--- config.mk ---
export PLATFORM = sky130hd
export DESIGN_NAME = spi_sc_top
export DESIGN_NICKNAME = d
export VERILOG_FILES = /design/src/rtl/spi_sc_pkg.sv /design/src/rtl/spi_sc_sync.sv /design/src/rtl/spi_sc_tick.sv /design/src/rtl/spi_sc_engine.sv /design/src/rtl/spi_sc_top.sv
export SDC_FILE = /design/constraint.sdc
export NUM_CORES = 1
export LEC_CHECK = 0
export CORE_MARGIN = 3
export CORE_UTILIZATION = 50
export CTS_CLUSTER_SIZE = 14
export DETAILED_ROUTE_END_ITERATION = 16
export DONT_BUFFER_PORTS = 1
export PLACE_DENSITY = 0.7
export SLEW_MARGIN = 20
export SYNTH_ARGS = -nofsm -noshare
export SYNTH_HDL_FRONTEND = slang
export SYNTH_HIERARCHICAL = 1
export SYNTH_SLANG_ARGS = --single-unit
--- constraint.sdc ---
create_clock -name clk -period 2.7 [get_ports clk]
set_input_delay 0.27 -clock clk [delete_from_list [all_inputs] [get_ports clk]]
set_output_delay 0.27 -clock clk [all_outputs]
set_load 0.01 [all_outputs]
--- src/rtl/spi_sc_pkg.sv ---
`timescale 1ns/1ps
package spi_sc_pkg;
   typedef enum logic [1:0] {
      ADDR_DATA = 2'd0,
      ADDR_STAT = 2'd1,
      ADDR_CTRL = 2'd2
   } spi_sc_addr_e;

   localparam int ST_DONE  = 7;
   localparam int ST_COLL  = 6;
   localparam int ST_FAULT = 4;
   localparam int CT_MSTR  = 0;
   localparam int CT_IEN   = 1;
   localparam int REG_MIN_W = 8;
endpackage

--- src/rtl/spi_sc_sync.sv ---
`timescale 1ns/1ps
module spi_sc_sync #(
   parameter int          W       = 1,
   parameter int          STAGES  = 2,
   parameter logic [W-1:0] RST_VAL = '0
) (
   input  logic         clk,
   input  logic         rst_n,
   input  logic [W-1:0] d,
   output logic [W-1:0] q
);
   generate
      if (STAGES < 0) begin : g_bad_stages
         $error("spi_sc_sync: STAGES must be non-negative");
      end
      if (STAGES == 0) begin : g_pass
         assign q = d;
      end else begin : g_chain
         logic [W-1:0] stg_q [STAGES];
         always_ff @(posedge clk or negedge rst_n) begin
            if (!rst_n) begin
               for (int i = 0; i < STAGES; i++) stg_q[i] <= RST_VAL;
            end else begin
               stg_q[0] <= d;
               for (int i = 1; i < STAGES; i++) stg_q[i] <= stg_q[i-1];
            end
         end
         assign q = stg_q[STAGES-1];
      end
   endgenerate
endmodule

--- src/rtl/spi_sc_tick.sv ---
`timescale 1ns/1ps
module spi_sc_tick #(
   parameter int DIV = 4
) (
   input  logic clk,
   input  logic rst_n,
   input  logic run,
   output logic tick
);
   localparam int HALF = DIV / 2;
   localparam int CW   = (HALF > 1) ? $clog2(HALF) : 1;

   generate
      if (DIV < 2 || (DIV % 2) != 0) begin : g_bad_div
         $error("spi_sc_tick: DIV must be even and at least 2");
      end
      if (HALF == 1) begin : g_every
         assign tick = run;
      end else begin : g_count
         logic [CW-1:0] cnt_q;
         always_ff @(posedge clk or negedge rst_n) begin
            if (!rst_n)                     cnt_q <= '0;
            else if (!run)                  cnt_q <= '0;
            else if (cnt_q == CW'(HALF-1))  cnt_q <= '0;
            else                            cnt_q <= cnt_q + 1'b1;
         end
         assign tick = run && (cnt_q == CW'(HALF-1));

         // half periods are HALF cycles, so two ticks never touch
         p_tick_gap_r6: assert property (@(posedge clk) disable iff (!rst_n)
            tick |=> !tick);
      end
   endgenerate
endmodule

--- src/rtl/spi_sc_engine.sv ---
`timescale 1ns/1ps
module spi_sc_engine #(
   parameter int DATA_W = 8
) (
   input  logic              clk,
   input  logic              rst_n,
   input  logic              master,
   input  logic              load,
   input  logic [DATA_W-1:0] load_data,
   input  logic              abort,
   input  logic              tick,
   input  logic              miso_i,
   input  logic              s_sclk,
   input  logic              s_mosi,
   input  logic              s_ss_act,
   output logic              busy,
   output logic              done,
   output logic [DATA_W-1:0] rx_byte,
   output logic              sclk,
   output logic              sdo
);
   localparam int CW = (DATA_W > 1) ? $clog2(DATA_W) : 1;
   localparam logic [CW-1:0] LAST = CW'(DATA_W - 1);

   logic [DATA_W-1:0] sh_q;
   logic [CW-1:0]     cnt_q;
   logic              samp_q, sclk_q, busy_q, done_q, sprev_q;
   logic              s_rise, s_fall;

   assign s_rise = s_sclk && !sprev_q;
   assign s_fall = !s_sclk && sprev_q;

   always_ff @(posedge clk or negedge rst_n) begin
      if (!rst_n) begin
         sh_q    <= '0;
         cnt_q   <= '0;
         samp_q  <= 1'b0;
         sclk_q  <= 1'b0;
         busy_q  <= 1'b0;
         done_q  <= 1'b0;
         sprev_q <= 1'b0;
      end else begin
         done_q  <= 1'b0;
         sprev_q <= s_sclk;
         if (abort) begin
            busy_q <= 1'b0;
            sclk_q <= 1'b0;
            cnt_q  <= '0;
         end else if (load) begin
            sh_q   <= load_data;
            cnt_q  <= '0;
            sclk_q <= 1'b0;
            busy_q <= master;
         end else if (master) begin
            if (busy_q && tick) begin
               if (!sclk_q) begin
                  sclk_q <= 1'b1;
                  samp_q <= miso_i;
               end else begin
                  sclk_q <= 1'b0;
                  sh_q   <= {sh_q[DATA_W-2:0], samp_q};
                  if (cnt_q == LAST) begin
                     busy_q <= 1'b0;
                     cnt_q  <= '0;
                     done_q <= 1'b1;
                  end else begin
                     cnt_q <= cnt_q + 1'b1;
                  end
               end
            end
         end else begin
            if (!s_ss_act) begin
               cnt_q <= '0;
            end else if (s_rise) begin
               samp_q <= s_mosi;
            end else if (s_fall) begin
               sh_q <= {sh_q[DATA_W-2:0], samp_q};
               if (cnt_q == LAST) begin
                  cnt_q  <= '0;
                  done_q <= 1'b1;
               end else begin
                  cnt_q <= cnt_q + 1'b1;
               end
            end
         end
      end
   end

   assign busy    = master ? busy_q : s_ss_act;
   assign done    = done_q;
   assign rx_byte = sh_q;
   assign sclk    = sclk_q;
   assign sdo     = sh_q[DATA_W-1];

   // serial clock rests low whenever no master byte is running
   p_sclk_idle_r6: assert property (@(posedge clk) disable iff (!rst_n)
      !busy_q |-> !sclk_q);
   // completion is a single-cycle event
   p_done_pulse_r4: assert property (@(posedge clk) disable iff (!rst_n)
      done_q |=> !done_q);
   // an abort leaves the engine idle
   p_abort_idle_r9: assert property (@(posedge clk) disable iff (!rst_n)
      abort |=> !busy_q && !done_q);
endmodule

--- src/rtl/spi_sc_top.sv ---
`timescale 1ns/1ps
module spi_sc_top
   import spi_sc_pkg::*;
#(
   parameter int DATA_W      = 8,
   parameter int DIV         = 4,
   parameter int SYNC_STAGES = 2
) (
   input  logic              clk,
   input  logic              rst_n,
   input  logic              cpu_wr,
   input  logic              cpu_rd,
   input  logic [1:0]        cpu_addr,
   input  logic [DATA_W-1:0] cpu_wdata,
   output logic [DATA_W-1:0] cpu_rdata,
   output logic              irq,
   output logic              sclk_o,
   output logic              sclk_oe,
   input  logic              sclk_i,
   output logic              mosi_o,
   output logic              mosi_oe,
   input  logic              mosi_i,
   output logic              miso_o,
   output logic              miso_oe,
   input  logic              miso_i,
   input  logic              ss_n_i
);
   generate
      if (DATA_W < REG_MIN_W) begin : g_bad_width
         $error("spi_sc_top: DATA_W must hold the 8-bit status layout");
      end
   endgenerate

   logic [2:0] pin_raw, pin_syn;
   logic       s_sclk, s_mosi, s_ss_act;

   assign pin_raw = {ss_n_i, mosi_i, sclk_i};

   spi_sc_sync #(.W(3), .STAGES(SYNC_STAGES), .RST_VAL(3'b100)) u_sync (
      .clk  (clk),
      .rst_n(rst_n),
      .d    (pin_raw),
      .q    (pin_syn)
   );

   assign s_sclk   = pin_syn[0];
   assign s_mosi   = pin_syn[1];
   assign s_ss_act = !pin_syn[2];

   logic              master_q, ien_q, done_f_q, coll_f_q, fault_f_q;
   logic [DATA_W-1:0] rxbuf_q;
   logic              data_wr, ctrl_wr, stat_rd;
   logic              mode_fault, eng_load, eng_coll;
   logic              eng_busy, eng_done, eng_tick, eng_sclk, eng_sdo;
   logic [DATA_W-1:0] eng_rx;

   assign data_wr    = cpu_wr && (cpu_addr == ADDR_DATA);
   assign ctrl_wr    = cpu_wr && (cpu_addr == ADDR_CTRL);
   assign stat_rd    = cpu_rd && (cpu_addr == ADDR_STAT);
   assign mode_fault = master_q && s_ss_act;
   assign eng_coll   = data_wr && eng_busy;
   assign eng_load   = data_wr && !eng_busy && !mode_fault;

   spi_sc_tick #(.DIV(DIV)) u_tick (
      .clk  (clk),
      .rst_n(rst_n),
      .run  (eng_busy && master_q),
      .tick (eng_tick)
   );

   spi_sc_engine #(.DATA_W(DATA_W)) u_eng (
      .clk      (clk),
      .rst_n    (rst_n),
      .master   (master_q),
      .load     (eng_load),
      .load_data(cpu_wdata),
      .abort    (mode_fault),
      .tick     (eng_tick),
      .miso_i   (miso_i),
      .s_sclk   (s_sclk),
      .s_mosi   (s_mosi),
      .s_ss_act (s_ss_act),
      .busy     (eng_busy),
      .done     (eng_done),
      .rx_byte  (eng_rx),
      .sclk     (eng_sclk),
      .sdo      (eng_sdo)
   );

   always_ff @(posedge clk or negedge rst_n) begin
      if (!rst_n) begin
         master_q  <= 1'b0;
         ien_q     <= 1'b0;
         done_f_q  <= 1'b0;
         coll_f_q  <= 1'b0;
         fault_f_q <= 1'b0;
         rxbuf_q   <= '0;
      end else begin
         if (mode_fault)   master_q <= 1'b0;
         else if (ctrl_wr) master_q <= cpu_wdata[CT_MSTR];
         if (ctrl_wr)      ien_q    <= cpu_wdata[CT_IEN];
         if (eng_done)     rxbuf_q  <= eng_rx;
         done_f_q  <= eng_done   || (done_f_q  && !stat_rd);
         coll_f_q  <= eng_coll   || (coll_f_q  && !stat_rd);
         fault_f_q <= mode_fault || (fault_f_q && !stat_rd);
      end
   end

   logic [DATA_W-1:0] stat_v, ctrl_v;
   always_comb begin
      stat_v           = '0;
      stat_v[ST_DONE]  = done_f_q;
      stat_v[ST_COLL]  = coll_f_q;
      stat_v[ST_FAULT] = fault_f_q;
      ctrl_v           = '0;
      ctrl_v[CT_MSTR]  = master_q;
      ctrl_v[CT_IEN]   = ien_q;
   end

   always_comb begin
      unique case (cpu_addr)
         ADDR_DATA: cpu_rdata = rxbuf_q;
         ADDR_STAT: cpu_rdata = stat_v;
         ADDR_CTRL: cpu_rdata = ctrl_v;
         default:   cpu_rdata = '0;
      endcase
   end

   assign irq     = done_f_q && ien_q;
   assign sclk_o  = eng_sclk;
   assign sclk_oe = master_q;
   assign mosi_o  = eng_sdo;
   assign mosi_oe = master_q;
   assign miso_o  = eng_sdo;
   assign miso_oe = !master_q && s_ss_act;

   // the completion flag only rises after the engine finished a byte
   p_done_src_r4: assert property (@(posedge clk) disable iff (!rst_n)
      $rose(done_f_q) |-> $past(eng_done));
   // a status read with no new completion clears the flag
   p_read_clear_r3: assert property (@(posedge clk) disable iff (!rst_n)
      (stat_rd && !eng_done) |=> !done_f_q);
   // the interrupt falls with the flag on a status read
   p_irq_drop_r5: assert property (@(posedge clk) disable iff (!rst_n)
      (stat_rd && !eng_done) |=> !irq);
   // a collision is only recorded while the engine was busy
   p_coll_busy_r8: assert property (@(posedge clk) disable iff (!rst_n)
      $rose(coll_f_q) |-> $past(eng_busy));
   // a fault leaves the block as slave
   p_fault_slave_r9: assert property (@(posedge clk) disable iff (!rst_n)
      $rose(fault_f_q) |-> !master_q && !sclk_oe);
   // slave never drives MISO together with master outputs
   p_one_driver_r10: assert property (@(posedge clk) disable iff (!rst_n)
      !(miso_oe && mosi_oe));
endmodule

-- Word-level counts from Yosys, hierarchy flattened
Cells that the tools add are included.
- input bits: 18
- register bits: 36
- logic and storage cells: 121
- output and inout port bits: 15
- bitwise operators: 2
- reductions and logical operators: 41
- muxes and demuxes: 47
- $add $sub $neg: 2
- equal/unequal tests: 13
- operators by type and width (cell ; count):
    two-way mux 8 bit ; 7
    two-way mux 1 bit ; 30
    two-way mux 3 bit ; 9
    case mux 8 bit (3 select lines) ; 1
    logical AND 1 bit ; 17
    nonzero test 3 bit ; 5
    AND reduction 6 bit ; 2
    != test 4 x 1 -> 1 bit (second input constant) ; 2
    AND reduction 4 bit ; 2
    logical NOT 1 bit ; 7
    != test 3 x 1 -> 1 bit (second input constant) ; 2
    != test 3 bit (second input constant) ; 2
    != test 5 bit (second input constant) ; 1
    nonzero test 5 bit ; 1
    != test 2 bit (second input constant) ; 2
    nonzero test 2 bit ; 2
    adder 3 x 1 -> 3 bit (second input constant) ; 1
    equality test 3 bit (second input constant) ; 1
    logical OR 1 bit ; 3
    equality test 2 x 1 -> 1 bit (second input constant) ; 1
    equality test 2 bit (second input constant) ; 1
    logical NOT 2 bit ; 1
    != test 2 x 1 -> 1 bit (second input constant) ; 1
    NOT 1 bit ; 2
    2 further kinds ; 2

-- Depth between registers and ports, before layout
Gate-level depths: netlist (run 1).
- depth in word-level cells: 9
- mapped depth: 10

-- Cells and area by module
Netlist (run 1), hierarchy kept.
- by module, submodules not included (module ; times used ; seq. area each (µm²) ; area an instance (µm²) ; cells each):
    spi_sc_engine ; 1 ; 400.4 ; 882.1 ; 79
    spi_sc_top ; 1 ; 325.3 ; 678.2 ; 58
    spi_sc_sync ; 1 ; 152.6 ; 175.2 ; 9
    spi_sc_tick ; 1 ; 25.0 ; 41.3 ; 3

-- Worst setup path after synthesis (run 1)
No wires, ideal clock.
- kind: flip-flop to flip-flop
- start point: register master_q (netlist: mosi_oe)
- end point: register u_eng.sh_q[0] (netlist: u_eng/rx_byte[0])
- setup time: 0.125 ns
- path slack: 0.359 ns
- cell stages (with the launch flop): 10
- period minus slack after synthesis: 2.341 ns
- arrival time: 2.216 ns
- cell sequence: dfrtp_1 buf_2 nand2b_1 nand2_1 and2_1 and2_2 a21bo_2 nor2_1 nor4_4 mux2_2
- longest elaborated chain between the ends: 6
- elaborated cells on any way between the ends: 18
- ends and longest elaborated chain (item ; line ; text):
    start: declaration ; spi_sc_top.sv:50 ; logic master_q, ien_q, done_f_q, coll_f_q, fault_f_q;
    start signal: assignment ; spi_sc_top.sv:100 ; else if (ctrl_wr) master_q <= cpu_wdata[CT_MSTR];
    two-way mux 1 bit ; spi_sc_engine.sv:89 ; assign busy = master ? busy_q : s_ss_act;
    named net eng_busy ; spi_sc_top.sv:54 ; logic eng_busy, eng_done, eng_tick, eng_sclk, eng_sdo;
    logical AND 1 bit ; spi_sc_top.sv:67 ; .run (eng_busy && master_q),
    logical AND 1 bit ; spi_sc_tick.sv:27 ; assign tick = run && (cnt_q == CW'(HALF-1));
    named net eng_tick ; spi_sc_top.sv:54 ;
    logical AND 1 bit ; spi_sc_engine.sv:55 ; if (busy_q && tick) begin
    != test 3 x 1 -> 1 bit (no source line) ; -- ;
    AND reduction 6 bit (no source line) ; -- ;
    end signal: assignment ; spi_sc_engine.sv:50 ; sh_q <= load_data;
    end signal: assignment ; spi_sc_engine.sv:61 ; sh_q <= {sh_q[DATA_W-2:0], samp_q};
    end signal: assignment ; spi_sc_engine.sv:77 ; sh_q <= {sh_q[DATA_W-2:0], samp_q};
    end: declaration ; spi_sc_engine.sv:25 ; logic [DATA_W-1:0] sh_q;
The timed path passes the listed nets, and every way through them passes these cells.
A chain may end at the register's enable or synchronous reset.

-- Final worst setup path (run 1)
- start point: register master_q (netlist: mosi_oe)
- end point: register u_eng.sh_q[2] (netlist: u_eng/rx_byte[2])
- longest elaborated chain between the ends: 6
- elaborated cells on any way between the ends: 18
- ends and longest elaborated chain (item ; line ; text):
    two-way mux 1 bit * ; spi_sc_engine.sv:89 ;
    named net eng_busy ; spi_sc_top.sv:54 ;
    logical NOT 1 bit * ; spi_sc_top.sv:62 ; assign eng_load = data_wr && !eng_busy && !mode_fault;
    logical AND 1 bit * (2 in a row) ; spi_sc_top.sv:62 ;
    named net eng_load ; spi_sc_top.sv:53 ; logic mode_fault, eng_load, eng_coll;
    != test 3 x 1 -> 1 bit (no source line), or another cell as far along ; -- ;
    AND reduction 6 bit (no source line) ; -- ;
The timed path passes the listed nets; every way through them passes the cells marked *.

==> flow_results.xml, run 1 <==
<?xml version="1.0" encoding="UTF-8"?>
<metrics>
  <group name="status">
    <metric name="run_status" unit="">complete, no violations</metric>
  </group>
  <group name="cts">
    <metric name="clk-insertion-delay-late" unit="ps">340</metric>
    <metric name="cts-buffers-inserted" unit="">5</metric>
    <metric name="ctsRootBufferMaster" unit="">sky130_fd_sc_hd__clkbuf_4</metric>
    <metric name="postCtsResizedCells" unit="">0</metric>
    <metric name="path_clk_slew" unit="ps">110</metric>
    <metric name="cts.htree.levels" unit="">2</metric>
    <metric name="clock-sinks" unit="">36</metric>
    <metric name="tritoncts" unit="">yes</metric>
    <metric name="clk_path_buf_depth" unit="">2</metric>
  </group>
  <group name="final_layout">
    <metric name="post-route-cell-area" unit="mm^2">0.00193</metric>
    <metric name="nFillCells" unit="">290</metric>
    <metric name="final_layout_size_suffix_gt1_share" unit="%">29.0</metric>
    <metric name="finish.cell_count_without_fillers" unit="">201</metric>
    <metric name="final_nets" unit="">175</metric>
    <metric name="area_growth_syn_to_layout" unit="%">8.59</metric>
    <metric name="num_antenna_cells" unit="">0</metric>
  </group>
  <group name="place">
    <metric name="place_area" unit="mm^2">0.00177</metric>
    <metric name="dpl.hpwl" unit="um">2410</metric>
    <metric name="io_buffer_count" unit="">0</metric>
    <metric name="place.detailed.instances" unit="">186</metric>
    <metric name="globalplace.congestion" unit="">0.800</metric>
  </group>
  <group name="power">
    <metric name="total_power" unit="mW">1.43</metric>
    <metric name="seq_power_share" unit="%">51.2</metric>
    <metric name="cell_internal_pwr" unit="mW">1.02</metric>
    <metric name="clock_share_of_power" unit="%">26.1</metric>
    <metric name="switching_share" unit="%">29.1</metric>
    <metric name="net-switching-power" unit="mW">0.416</metric>
    <metric name="ir_drop" unit="uV">416</metric>
    <metric name="comb_power_share" unit="%">22.8</metric>
    <metric name="leakagePower" unit="nW">0.914</metric>
    <metric name="p_per_area" unit="mW/mm^2">742</metric>
  </group>
  <group name="critical_path">
    <metric name="ff2ff_path_depth" unit="">8</metric>
    <metric name="max_stage_delay" unit="ps">590</metric>
    <metric name="worstSetupPathType" unit="">reg2reg</metric>
    <metric name="critPathLaunch" unit="">mosi_oe$_DFFE_PN0P_</metric>
    <metric name="cp_slowest_cell" unit="">sky130_fd_sc_hd__dfrtp_1</metric>
    <metric name="critPathMaxFanout" unit="">15</metric>
    <metric name="cp.required" unit="ps">2930</metric>
    <metric name="reg2reg_slack" unit="ps">160</metric>
    <metric name="arrival" unit="ps">2770</metric>
    <metric name="worstSetupStartpointType" unit="">register</metric>
    <metric name="regToRegStartpoint" unit="">mosi_oe$_DFFE_PN0P_</metric>
    <metric name="end_kind" unit="">register</metric>
    <metric name="path_cells" unit="">nand2b_1, nand2_1, and4bb_2, a21oi_1, o21a_1, nor4_4, buf_4, mux2_2</metric>
    <metric name="rr_endpoint" unit="">u_eng/rx_byte[2]$_DFFE_PN0P_</metric>
  </group>
  <group name="sta">
    <metric name="relSlewSlack" unit="%">72.8</metric>
    <metric name="grt_setup_unrepaired" unit="">false</metric>
    <metric name="clock-skew-final" unit="ps">9.10</metric>
    <metric name="highest_achievable_clock_rate" unit="GHz">0.394</metric>
    <metric name="worst-slew-pin-transition" unit="ps">406</metric>
    <metric name="final.min_clock_period" unit="ps">2540</metric>
    <metric name="report.final.hold_viol_count" unit="">0</metric>
    <metric name="setup_tns" unit="ps">0</metric>
    <metric name="finalSetupViolCount" unit="">0</metric>
    <metric name="fin_hold_ws" unit="ps">72.8</metric>
    <metric name="layout_worst_path_cycle_share" unit="%">94.0</metric>
    <metric name="timing.final.max_slew_violations" unit="">0</metric>
  </group>
  <group name="yosys">
    <metric name="post_synth_most_frequent_cells" unit="">sky130_fd_sc_hd__dfrtp_1 (34), sky130_fd_sc_hd__mux2_2 (24), sky130_fd_sc_hd__nor2_1 (11)</metric>
    <metric name="synth_top_area_cell" unit="">sky130_fd_sc_hd__dfrtp_1</metric>
    <metric name="netlist-cell-type-count" unit="">36</metric>
    <metric name="syn_avg_cell_area" unit="um^2">11.9</metric>
    <metric name="synth-seq-cells" unit="">36</metric>
    <metric name="synth_enable_flop_cells" unit="">0</metric>
    <metric name="netlist_instances" unit="">149</metric>
    <metric name="syn_nets" unit="">170</metric>
    <metric name="yosysMostFrequentCell" unit="">sky130_fd_sc_hd__dfrtp_1</metric>
    <metric name="synth.yosys.seq_area_share" unit="%">50.8</metric>
    <metric name="synth_largest_type_area_fraction" unit="%">47.9</metric>
    <metric name="postSynth.asyncResetShare" unit="%">100</metric>
    <metric name="syn-cell-area" unit="mm^2">0.00178</metric>
    <metric name="synth_area_leaders" unit="">sky130_fd_sc_hd__dfrtp_1 (48%), sky130_fd_sc_hd__mux2_2 (15%), sky130_fd_sc_hd__mux2i_1 (3.9%), sky130_fd_sc_hd__buf_4 (3.0%), sky130_fd_sc_hd__dfstp_2 (3.0%)</metric>
    <metric name="synth-main-ff-cell" unit="">sky130_fd_sc_hd__dfrtp_1</metric>
    <metric name="ys.warnings.count" unit="">6</metric>
  </group>
  <group name="die">
    <metric name="die-height" unit="um">65.6</metric>
    <metric name="initial_standard_cell_utilization_of_the_core" unit="%">52.4</metric>
    <metric name="core-area" unit="mm^2">0.00339</metric>
    <metric name="dieArea" unit="mm^2">0.00430</metric>
    <metric name="num_rows" unit="">21</metric>
    <metric name="dieWidth" unit="um">65.6</metric>
    <metric name="top_level_ports" unit="">33</metric>
  </group>
  <group name="route">
    <metric name="dr_wl_met2" unit="um">1610</metric>
    <metric name="post_drt_wl_per_cell" unit="um">16.4</metric>
    <metric name="dr_total_vias" unit="">1105</metric>
    <metric name="wirelength_met1" unit="um">1420</metric>
    <metric name="drt.antenna.violating_nets" unit="">0</metric>
    <metric name="avgViaCountPerCell" unit="">5.50</metric>
    <metric name="route.detailed.drc" unit="">0</metric>
    <metric name="highest-signal-layer" unit="">met4</metric>
    <metric name="routed_wirelength" unit="um">3300</metric>
    <metric name="detailroute.wirelength.met3" unit="um">221</metric>
    <metric name="first_pass_iters" unit="">4</metric>
    <metric name="dr.first_iter.drc_count" unit="">44</metric>
  </group>
  <group name="global_route">
    <metric name="global_route.overflow_total" unit="">0</metric>
    <metric name="grt_use_total" unit="%">17.2</metric>
    <metric name="antenna_found_initial" unit="">0</metric>
    <metric name="grt_pass1_vias" unit="">1159</metric>
    <metric name="grt_max_degree" unit="">37</metric>
    <metric name="grt_first_pass_wirelength" unit="um">5450</metric>
  </group>
  <group name="hold_path">
    <metric name="holdPathStages" unit="">1</metric>
    <metric name="hold_class" unit="">in2reg</metric>
    <metric name="whs_endpoint" unit="">ien_q$_DFFE_PN0P_</metric>
    <metric name="holdCritStartpoint" unit="">cpu_wdata[1]</metric>
  </group>
  <group name="run">
    <metric name="maxcap_violations" unit="">0</metric>
  </group>
</metrics>
per-layer routing:
layer | GRT usage (%) | vias to the layer above
li1 | - | 524
met1 | 20.6 | 543
met2 | 27.3 | 33
met3 | 7.52 | 5
met4 | 6.74 | 0
met5 | 0 | -
power by group through the flow:
| stage | combinational, mW | sequential (mW) | clock, mW |
|---|---|---|---|
| global route | 0.365 | 0.748 | 0.413 |
| finish | 0.326 | 0.733 | 0.373 |
| floorplan | 0.290 | 0.710 | 0 |
| CTS | 0.327 | 0.733 | 0.388 |
| global placement | 0.292 | 0.737 | 0 |
| detailed placement | 0.306 | 0.745 | 0 |
worst max-delay path by stage:
| stage | endpoint | cells past startpoint |
|---|---|---|
| after global placement | u_eng/rx_byte[7]$_DFFE_PN0P_ | 6 |
| after CTS | u_eng/rx_byte[0]$_DFFE_PN0P_ | 6 |
| after floorplan | u_eng/rx_byte[0]$_DFFE_PN0P_ | 9 |
| after global routing | u_eng/rx_byte[3]$_DFFE_PN0P_ | 8 |
| final | u_eng/rx_byte[2]$_DFFE_PN0P_ | 8 |
| after detailed placement | u_eng/rx_byte[0]$_DFFE_PN0P_ | 6 |
registers in the layout, indices dropped and copies added (netlist names):
name / flops
coll_f_q: 1
done_f_q: 1
fault_f_q: 1
ien_q: 1
mosi_oe: 1
rxbuf_q: 8
u_eng/busy_q: 1
u_eng/cnt_q: 3
u_eng/done: 1
u_eng/rx_byte: 8
u_eng/samp_q: 1
u_eng/sclk: 1
u_eng/sprev_q: 1
u_sync/g_chain.stg_q: 3
u_sync/q: 3
u_tick/g_count.cnt_q: 1
metrics by stage:
stage               setup slack (ps)  util [%]
floorplan                        359         -
CTS                             70.3      56.7
finish                           163      56.9
global route                    5.82      56.9
detailed placement              96.7      52.3
global placement                 201      52.3
cells in the final DEF (no fill, tap or decap), drive strengths merged, types with 2 or more instances in the layout:
master,count
and2b,2
nor2b,2
nor2,11
inv,4
a21oi,3
a31oi,2
nand2b,4
nand3,5
a21o,2
mux2i,7
dlygate4sd3,5
ha,3
clkbuf,5
dfrtp,34
o21ai,7
buf,4
o21a,2
nand2,6
and2,6
mux2,25
dfstp,2
cell families after synthesis:
logic type,synth area share [%]
simple gates,14.2
xor+xnor,0.493
buf+inv,5.21
flops,50.8
mux,20.0
fa+ha+maj,2.11
compound gates,7.11
final cells by class:
class,instances,area [um^2],area share [%]
flip-flops and latches,36,903,46.8
multi-input cells,98,781,40.5
repair buffers,9,92.6,4.80
well taps,46,57.6,2.98
clock inverters,3,42.5,2.20
clock buffers,5,37.5,1.95
inverters,4,15.0,0.778
critical path: cells and delay by family, from the launching register on:
family,cells,cell delay (ps)
buf+inv,1,210
mux,1,340
flops,1,590
compound gates,2,210
simple gates,4,1050
timing repair:
action	CTS	global route
hold endpoints to repair	40	0
setup buffers	0	1
hold buffers	6	0
setup endpoints to repair	0	8
Power figures use the tool's default switching activity.
==> run 2, diff against run 1 <==
--- a/config.mk
+++ b/config.mk
@@ -11,6 +11,8 @@
 export DETAILED_ROUTE_END_ITERATION = 16
 export DONT_BUFFER_PORTS = 1
 export PLACE_DENSITY = 0.7
+export RECOVER_POWER = 50
+export REMOVE_ABC_BUFFERS = 1
 export SLEW_MARGIN = 20
 export SYNTH_ARGS = -nofsm -noshare
 export SYNTH_HDL_FRONTEND = slang
==> run 2 against run 1 <==
Compared with the run above: the flow now finishes with violations (max-capacitance violations, max-slew violations); sequential share of layout area is 1.3 points higher; non-clock buffer count is 1 lower; die area stayed put; clock power is 28% lower; global-route usage is 0.066 points lower; cell area is 2.8% lower; worst setup slack better by 110 ps; highest routed layer unchanged.
==> flow_results.xml, run 2 (synthesized netlist as in run 1, its figures left out) <==
<?xml version="1.0" encoding="UTF-8"?>
<metrics>
  <group name="cts">
    <metric name="cts-buffers-inserted" unit="">5</metric>
    <metric name="clk-insertion-delay-late" unit="ps">340</metric>
    <metric name="ctsRootBufferMaster" unit="">sky130_fd_sc_hd__clkbuf_4</metric>
    <metric name="path_clk_slew" unit="ps">110</metric>
    <metric name="postCtsResizedCells" unit="">0</metric>
    <metric name="hold_buffers" unit="">5</metric>
    <metric name="clk_path_buf_depth" unit="">2</metric>
    <metric name="tritoncts" unit="">yes</metric>
    <metric name="cts.htree.levels" unit="">2</metric>
    <metric name="buffer_count_from_post_cts_setup_fixing" unit="">0</metric>
    <metric name="clock-sinks" unit="">36</metric>
  </group>
  <group name="sta">
    <metric name="layout_worst_path_cycle_share" unit="%">90.0</metric>
    <metric name="final.min_clock_period" unit="ps">2430</metric>
    <metric name="post-route-worst-setup-slack" unit="ps">271</metric>
    <metric name="worst-slew-pin-transition" unit="ps">1830</metric>
    <metric name="report.final.hold_viol_count" unit="">0</metric>
    <metric name="grt_setup_unrepaired" unit="">false</metric>
    <metric name="highest_achievable_clock_rate" unit="GHz">0.412</metric>
    <metric name="clock-skew-final" unit="ps">12.0</metric>
    <metric name="relSlewSlack" unit="%">-21.7</metric>
    <metric name="finalSetupViolCount" unit="">0</metric>
    <metric name="setup_tns" unit="ps">0</metric>
    <metric name="timing.final.max_slew_violations" unit="">37</metric>
  </group>
  <group name="place">
    <metric name="post-place-ws" unit="ps">238</metric>
    <metric name="place_area" unit="mm^2">0.00177</metric>
    <metric name="globalplace.congestion" unit="">0.826</metric>
    <metric name="dpl.hpwl" unit="um">2310</metric>
    <metric name="io_buffer_count" unit="">0</metric>
  </group>
  <group name="power">
    <metric name="leakagePower" unit="nW">0.889</metric>
    <metric name="p_per_area" unit="mW/mm^2">702</metric>
    <metric name="ir_drop" unit="uV">414</metric>
  </group>
  <group name="status">
    <metric name="failing_checks" unit="">max-capacitance violations, max-slew violations</metric>
    <metric name="run_status" unit="">complete, but fails checks</metric>
  </group>
  <group name="critical_path">
    <metric name="cp_top_family" unit="">simple AND/OR/NAND/NOR gates</metric>
    <metric name="cp_slowest_cell" unit="">sky130_fd_sc_hd__nor4_4</metric>
    <metric name="cp.required" unit="ps">2930</metric>
    <metric name="path_cells" unit="">nand2b_1, nand2_1, and2_1, and2_2, a21bo_2, nor2_1, nor4_4, mux2_2</metric>
    <metric name="worstSetupStartpointType" unit="">register</metric>
    <metric name="regToRegStartpoint" unit="">mosi_oe$_DFFE_PN0P_</metric>
    <metric name="rr_endpoint" unit="">u_eng/rx_byte[6]$_DFFE_PN0P_</metric>
    <metric name="arrival" unit="ps">2660</metric>
    <metric name="reg2reg_slack" unit="ps">270</metric>
    <metric name="critPathMaxFanout" unit="">11</metric>
    <metric name="end_kind" unit="">register</metric>
    <metric name="ff2ff_path_depth" unit="">8</metric>
    <metric name="max_stage_delay" unit="ps">530</metric>
    <metric name="worstSetupPathType" unit="">reg2reg</metric>
    <metric name="timing.critical_path.buf_inv" unit="">0</metric>
  </group>
  <group name="route">
    <metric name="drt.antenna.violating_nets" unit="">0</metric>
    <metric name="post_drt_wl_per_cell" unit="um">15.7</metric>
    <metric name="first_pass_iters" unit="">4</metric>
    <metric name="dr_total_vias" unit="">1107</metric>
    <metric name="route.detailed.drc" unit="">0</metric>
    <metric name="dr.first_iter.drc_count" unit="">68</metric>
    <metric name="avgViaCountPerCell" unit="">5.54</metric>
    <metric name="routed_wirelength" unit="um">3130</metric>
  </group>
  <group name="global_route">
    <metric name="grt_pass1_vias" unit="">1128</metric>
    <metric name="antenna_found_initial" unit="">0</metric>
    <metric name="grt_max_degree" unit="">37</metric>
    <metric name="global_route.overflow_total" unit="">0</metric>
    <metric name="grt_first_pass_wirelength" unit="um">5530</metric>
    <metric name="grt_use_total" unit="%">17.2</metric>
  </group>
  <group name="die">
    <metric name="top_level_ports" unit="">33</metric>
    <metric name="dieArea" unit="mm^2">0.00430</metric>
    <metric name="num_rows" unit="">21</metric>
    <metric name="core-area" unit="mm^2">0.00339</metric>
    <metric name="die-height" unit="um">65.6</metric>
    <metric name="dieWidth" unit="um">65.6</metric>
    <metric name="initial_standard_cell_utilization_of_the_core" unit="%">52.4</metric>
  </group>
  <group name="final_layout">
    <metric name="layout.cells.most_common" unit="">sky130_fd_sc_hd__dfrtp_1</metric>
    <metric name="num_antenna_cells" unit="">0</metric>
    <metric name="layout.core_utilization" unit="%">55.3</metric>
    <metric name="most-common-layout-cells" unit="">sky130_fd_sc_hd__dfrtp_1 (34), sky130_fd_sc_hd__mux2_2 (24), sky130_fd_sc_hd__nor2_1 (11)</metric>
    <metric name="final_layout_size_suffix_gt1_share" unit="%">26.6</metric>
    <metric name="post-route-cell-area" unit="mm^2">0.00188</metric>
    <metric name="area_growth_syn_to_layout" unit="%">5.56</metric>
    <metric name="final_nets" unit="">174</metric>
  </group>
  <group name="hold_path">
    <metric name="holdCritStartpoint" unit="">cpu_wdata[1]</metric>
    <metric name="holdPathStages" unit="">1</metric>
    <metric name="whs_endpoint" unit="">ien_q$_DFFE_PN0P_</metric>
    <metric name="hold_class" unit="">in2reg</metric>
  </group>
  <group name="run">
    <metric name="maxcap_violations" unit="">1</metric>
  </group>
</metrics>
[run 2: cell count changes in the layout (fill, tap and decap cells not counted)]
cell,delta
sky130_fd_sc_hd__clkinvlp_4,-1
sky130_fd_sc_hd__clkbuf_1,+3
sky130_fd_sc_hd__buf_4,-1
sky130_fd_sc_hd__bufinv_16,-1
sky130_fd_sc_hd__buf_12,-1
[run 2: where the power goes]
part           total (mW)  internal, mW  switching (mW)
logic               0.321         0.175           0.146
clock network       0.268         0.101           0.167
registers           0.728         0.642          0.0863
total                1.32         0.918           0.399
[run 2: per-stage QoR]
step / hold slack, ps / total power [mW] / std cells
floorplan: -25.6 / 0.970 / 138
global placement: -23.9 / 1.03 / 186
detailed placement: -24.0 / 1.05 / 186
CTS: 1.50 / 1.33 / 199
global route: 72.5 / 1.41 / 200
finish: 94.5 / 1.32 / 200
[run 2: worst max path at each step]
stage,start,endpoint,slack [ps],depth (start not counted)
final,mosi_oe$_DFFE_PN0P_,u_eng/rx_byte[6]$_DFFE_PN0P_,270,8
after global routing,mosi_oe$_DFFE_PN0P_,u_eng/rx_byte[0]$_DFFE_PN0P_,60,8
after detailed placement,mosi_oe$_DFFE_PN0P_,u_eng/rx_byte[3]$_DFFE_PN0P_,240,8
after CTS,mosi_oe$_DFFE_PN0P_,u_eng/rx_byte[7]$_DFFE_PN0P_,230,8
after global placement,mosi_oe$_DFFE_PN0P_,u_eng/rx_byte[7]$_DFFE_PN0P_,290,8
after floorplan,mosi_oe$_DFFE_PN0P_,u_eng/rx_byte[0]$_DFFE_PN0P_,230,6
[run 2: metal layers]
layer,up-vias,track usage [%],share of wire (%)
met5,-,0,0
met4,0,6.22,1.3
met3,4,6.67,8.0
met2,40,25.7,44
met1,534,22.6,46
li1,529,-,-
[run 2: final cells by class]
class,instances,area [um^2]
multi-input cells,98,781
inverters,4,15.0
flip-flops and latches,36,903
fillers,291,1510
clock inverters,1,5.00
clock buffers,7,45.0
well taps,46,57.6
repair buffers,8,68.8
==> run 3, diff against run 2 <==
--- a/config.mk
+++ b/config.mk
@@ -10,7 +10,7 @@
 export CTS_CLUSTER_SIZE = 14
 export DETAILED_ROUTE_END_ITERATION = 16
 export DONT_BUFFER_PORTS = 1
-export PLACE_DENSITY = 0.7
+export PLACE_DENSITY = 0.68
 export RECOVER_POWER = 50
 export REMOVE_ABC_BUFFERS = 1
 export SLEW_MARGIN = 20
==> constraint.sdc (replaced) <==
create_clock -name clk -period 2.85 [get_ports clk]
set_input_delay 0.285 -clock clk [delete_from_list [all_inputs] [get_ports clk]]
set_output_delay 0.285 -clock clk [all_outputs]
set_load 0.01 [all_outputs]
==> run 3 against run 2 <==
Compared with the run above: the flow still finishes with violations (max-capacitance violations, max-slew violations); flip-flop and latch count stayed put; global-route usage is 0.054 points higher; sequential share of layout area hardly changed; core utilization hardly changed; die area stayed put; critical path type unchanged; critical endpoint unchanged.
==> flow_results.xml, run 3 (synthesized netlist as in run 1, its figures left out) <==
<?xml version="1.0" encoding="UTF-8"?>
<metrics>
  <group name="die">
    <metric name="die-height" unit="um">65.6</metric>
    <metric name="dieWidth" unit="um">65.6</metric>
    <metric name="initial_standard_cell_utilization_of_the_core" unit="%">52.4</metric>
    <metric name="top_level_ports" unit="">33</metric>
    <metric name="num_rows" unit="">21</metric>
    <metric name="dieArea" unit="mm^2">0.00430</metric>
    <metric name="core-area" unit="mm^2">0.00339</metric>
  </group>
  <group name="critical_path">
    <metric name="ff2ff_path_depth" unit="">8</metric>
    <metric name="max_stage_delay" unit="ps">550</metric>
    <metric name="arrival" unit="ps">2770</metric>
    <metric name="cp_slowest_cell" unit="">sky130_fd_sc_hd__dfrtp_1</metric>
    <metric name="cp.required" unit="ps">3070</metric>
    <metric name="path_cells" unit="">nand2b_1, nand2_1, and4bb_2, a21oi_1, o21a_1, nor4_4, buf_4, mux2_2</metric>
    <metric name="reg2reg_slack" unit="ps">300</metric>
    <metric name="worstSetupStartpointType" unit="">register</metric>
    <metric name="end_kind" unit="">register</metric>
    <metric name="rr_endpoint" unit="">u_eng/rx_byte[6]$_DFFE_PN0P_</metric>
    <metric name="critPathMaxFanout" unit="">15</metric>
    <metric name="worstSetupPathType" unit="">reg2reg</metric>
    <metric name="regToRegStartpoint" unit="">mosi_oe$_DFFE_PN0P_</metric>
  </group>
  <group name="sta">
    <metric name="clock-skew-final" unit="ps">12.0</metric>
    <metric name="setup_tns" unit="ps">0</metric>
    <metric name="worst-slew-pin-transition" unit="ps">1850</metric>
    <metric name="relSlewSlack" unit="%">-23.4</metric>
    <metric name="fin_hold_ws" unit="ps">27.7</metric>
    <metric name="finalSetupViolCount" unit="">0</metric>
    <metric name="grt_setup_unrepaired" unit="">false</metric>
    <metric name="report.final.hold_viol_count" unit="">0</metric>
    <metric name="final.min_clock_period" unit="ps">2550</metric>
    <metric name="highest_achievable_clock_rate" unit="GHz">0.391</metric>
    <metric name="timing.final.max_slew_violations" unit="">37</metric>
    <metric name="layout_worst_path_cycle_share" unit="%">89.6</metric>
    <metric name="post-route-worst-setup-slack" unit="ps">295</metric>
  </group>
  <group name="hold_path">
    <metric name="holdPathStages" unit="">1</metric>
    <metric name="whs_endpoint" unit="">coll_f_q$_DFF_PN0_</metric>
    <metric name="hold_class" unit="">in2reg</metric>
    <metric name="holdCritStartpoint" unit="">cpu_addr[0]</metric>
  </group>
  <group name="status">
    <metric name="run_status" unit="">complete, but fails checks</metric>
    <metric name="failing_checks" unit="">max-capacitance violations, max-slew violations</metric>
  </group>
  <group name="cts">
    <metric name="postCtsResizedCells" unit="">0</metric>
    <metric name="clk_path_buf_depth" unit="">2</metric>
    <metric name="ctsRootBufferMaster" unit="">sky130_fd_sc_hd__clkbuf_4</metric>
    <metric name="path_clk_slew" unit="ps">110</metric>
    <metric name="cts-buffers-inserted" unit="">5</metric>
    <metric name="clk-insertion-delay-late" unit="ps">330</metric>
    <metric name="clock-sinks" unit="">36</metric>
    <metric name="cts.htree.levels" unit="">2</metric>
    <metric name="tritoncts" unit="">yes</metric>
  </group>
  <group name="global_route">
    <metric name="antenna_found_initial" unit="">0</metric>
    <metric name="global_route.overflow_total" unit="">0</metric>
    <metric name="grt_max_degree" unit="">37</metric>
    <metric name="grt_pass1_vias" unit="">1147</metric>
    <metric name="grt_use_total" unit="%">17.2</metric>
    <metric name="grt_first_pass_wirelength" unit="um">5470</metric>
  </group>
  <group name="power">
    <metric name="p_per_area" unit="mW/mm^2">685</metric>
    <metric name="leakagePower" unit="nW">0.888</metric>
    <metric name="ir_drop" unit="uV">392</metric>
  </group>
  <group name="route">
    <metric name="dr.first_iter.drc_count" unit="">58</metric>
    <metric name="drt.antenna.violating_nets" unit="">0</metric>
    <metric name="avgViaCountPerCell" unit="">5.55</metric>
    <metric name="routed_wirelength" unit="um">3260</metric>
    <metric name="dr_total_vias" unit="">1105</metric>
    <metric name="post_drt_wl_per_cell" unit="um">16.4</metric>
    <metric name="first_pass_iters" unit="">4</metric>
    <metric name="route.detailed.drc" unit="">0</metric>
  </group>
  <group name="final_layout">
    <metric name="final_layout_size_suffix_gt1_share" unit="%">26.8</metric>
    <metric name="area_growth_syn_to_layout" unit="%">5.49</metric>
    <metric name="finish.cell_count_without_fillers" unit="">199</metric>
    <metric name="final_nets" unit="">173</metric>
    <metric name="layout.cells.most_common" unit="">sky130_fd_sc_hd__dfrtp_1</metric>
    <metric name="num_antenna_cells" unit="">0</metric>
    <metric name="most-common-layout-cells" unit="">sky130_fd_sc_hd__dfrtp_1 (34), sky130_fd_sc_hd__mux2_2 (24), sky130_fd_sc_hd__nor2_1 (11)</metric>
  </group>
  <group name="place">
    <metric name="post-place-ws" unit="ps">255</metric>
    <metric name="io_buffer_count" unit="">0</metric>
    <metric name="globalplace.congestion" unit="">0.776</metric>
    <metric name="place.detailed.instances" unit="">185</metric>
    <metric name="dpl.hpwl" unit="um">2350</metric>
  </group>
  <group name="run">
    <metric name="maxcap_violations" unit="">1</metric>
  </group>
</metrics>
-- run 3: cell types whose count changed in the layout (fill, tap and decap cells not counted), sizes merged --
cell,delta
dlygate4sd3,-1
clkbuf,+1
clkinv,-1
-- run 3: per-stage QoR --
step                area, um^2  total power, mW  util, %
floorplan                 1700            0.919        -
global placement          1760            0.976     52.0
detailed placement        1760             1.00     52.0
CTS                       1880             1.30     55.6
global route              1870             1.37     55.3
finish                    1870             1.28     55.3
-- run 3: area by class of cell --
cell class                 instances  area (um^2)
fill                             310         1520
tap                               46         57.6
sequential                        36          903
inverter                           4         15.0
multi-input combinational         98          781
clock buffer                       8         58.8
timing repair buffer               7         58.8
-- run 3: per-layer routing --
layer | part of all wire [%] | up-vias | global-route usage, %
li1 | - | 519 | -
met5 | 0 | - | 0
met2 | 49 | 31 | 27.1
met1 | 43 | 551 | 21.3
met4 | 1.0 | 0 | 7.25
met3 | 7.2 | 4 | 6.32
-- run 3: worst max path at each step --
stage	endpoint	cells after the start	slack [ps]	start
3_3_place_gp	u_eng/rx_byte[7]$_DFFE_PN0P_	6	320	mosi_oe$_DFFE_PN0P_
3_5_place_dp	u_eng/rx_byte[2]$_DFFE_PN0P_	5	250	u_sync/q[2]$_DFF_PN1_
4_1_cts	u_eng/rx_byte[2]$_DFFE_PN0P_	6	220	mosi_oe$_DFFE_PN0P_
2_1_floorplan	u_eng/rx_byte[0]$_DFFE_PN0P_	6	380	mosi_oe$_DFFE_PN0P_
5_1_grt	u_eng/rx_byte[6]$_DFFE_PN0P_	8	100	mosi_oe$_DFFE_PN0P_
6_report	u_eng/rx_byte[6]$_DFFE_PN0P_	8	300	mosi_oe$_DFFE_PN0P_
-- run 3: worst max-delay path, delay by kind of cell, from the launching register on --
kind	cells	cell delay (ps)
compound gates	2	230
buf+inv	1	210
flops	1	550
mux	1	350
simple gates	4	1110
-- run 3: report_power, final --
| part | switching, mW | total, mW | internal, mW |
|---|---|---|---|
| registers | 0.0861 | 0.695 | 0.609 |
| logic | 0.145 | 0.311 | 0.166 |
| clock network | 0.157 | 0.279 | 0.122 |
| total | 0.388 | 1.28 | 0.896 |
-- run 3: timing repair --
item / CTS / global route
hold buffers: 5 / 0
setup endpoints to repair: 0 / 2
hold endpoints to repair: 39 / 0
buffers inserted: 0 / 1
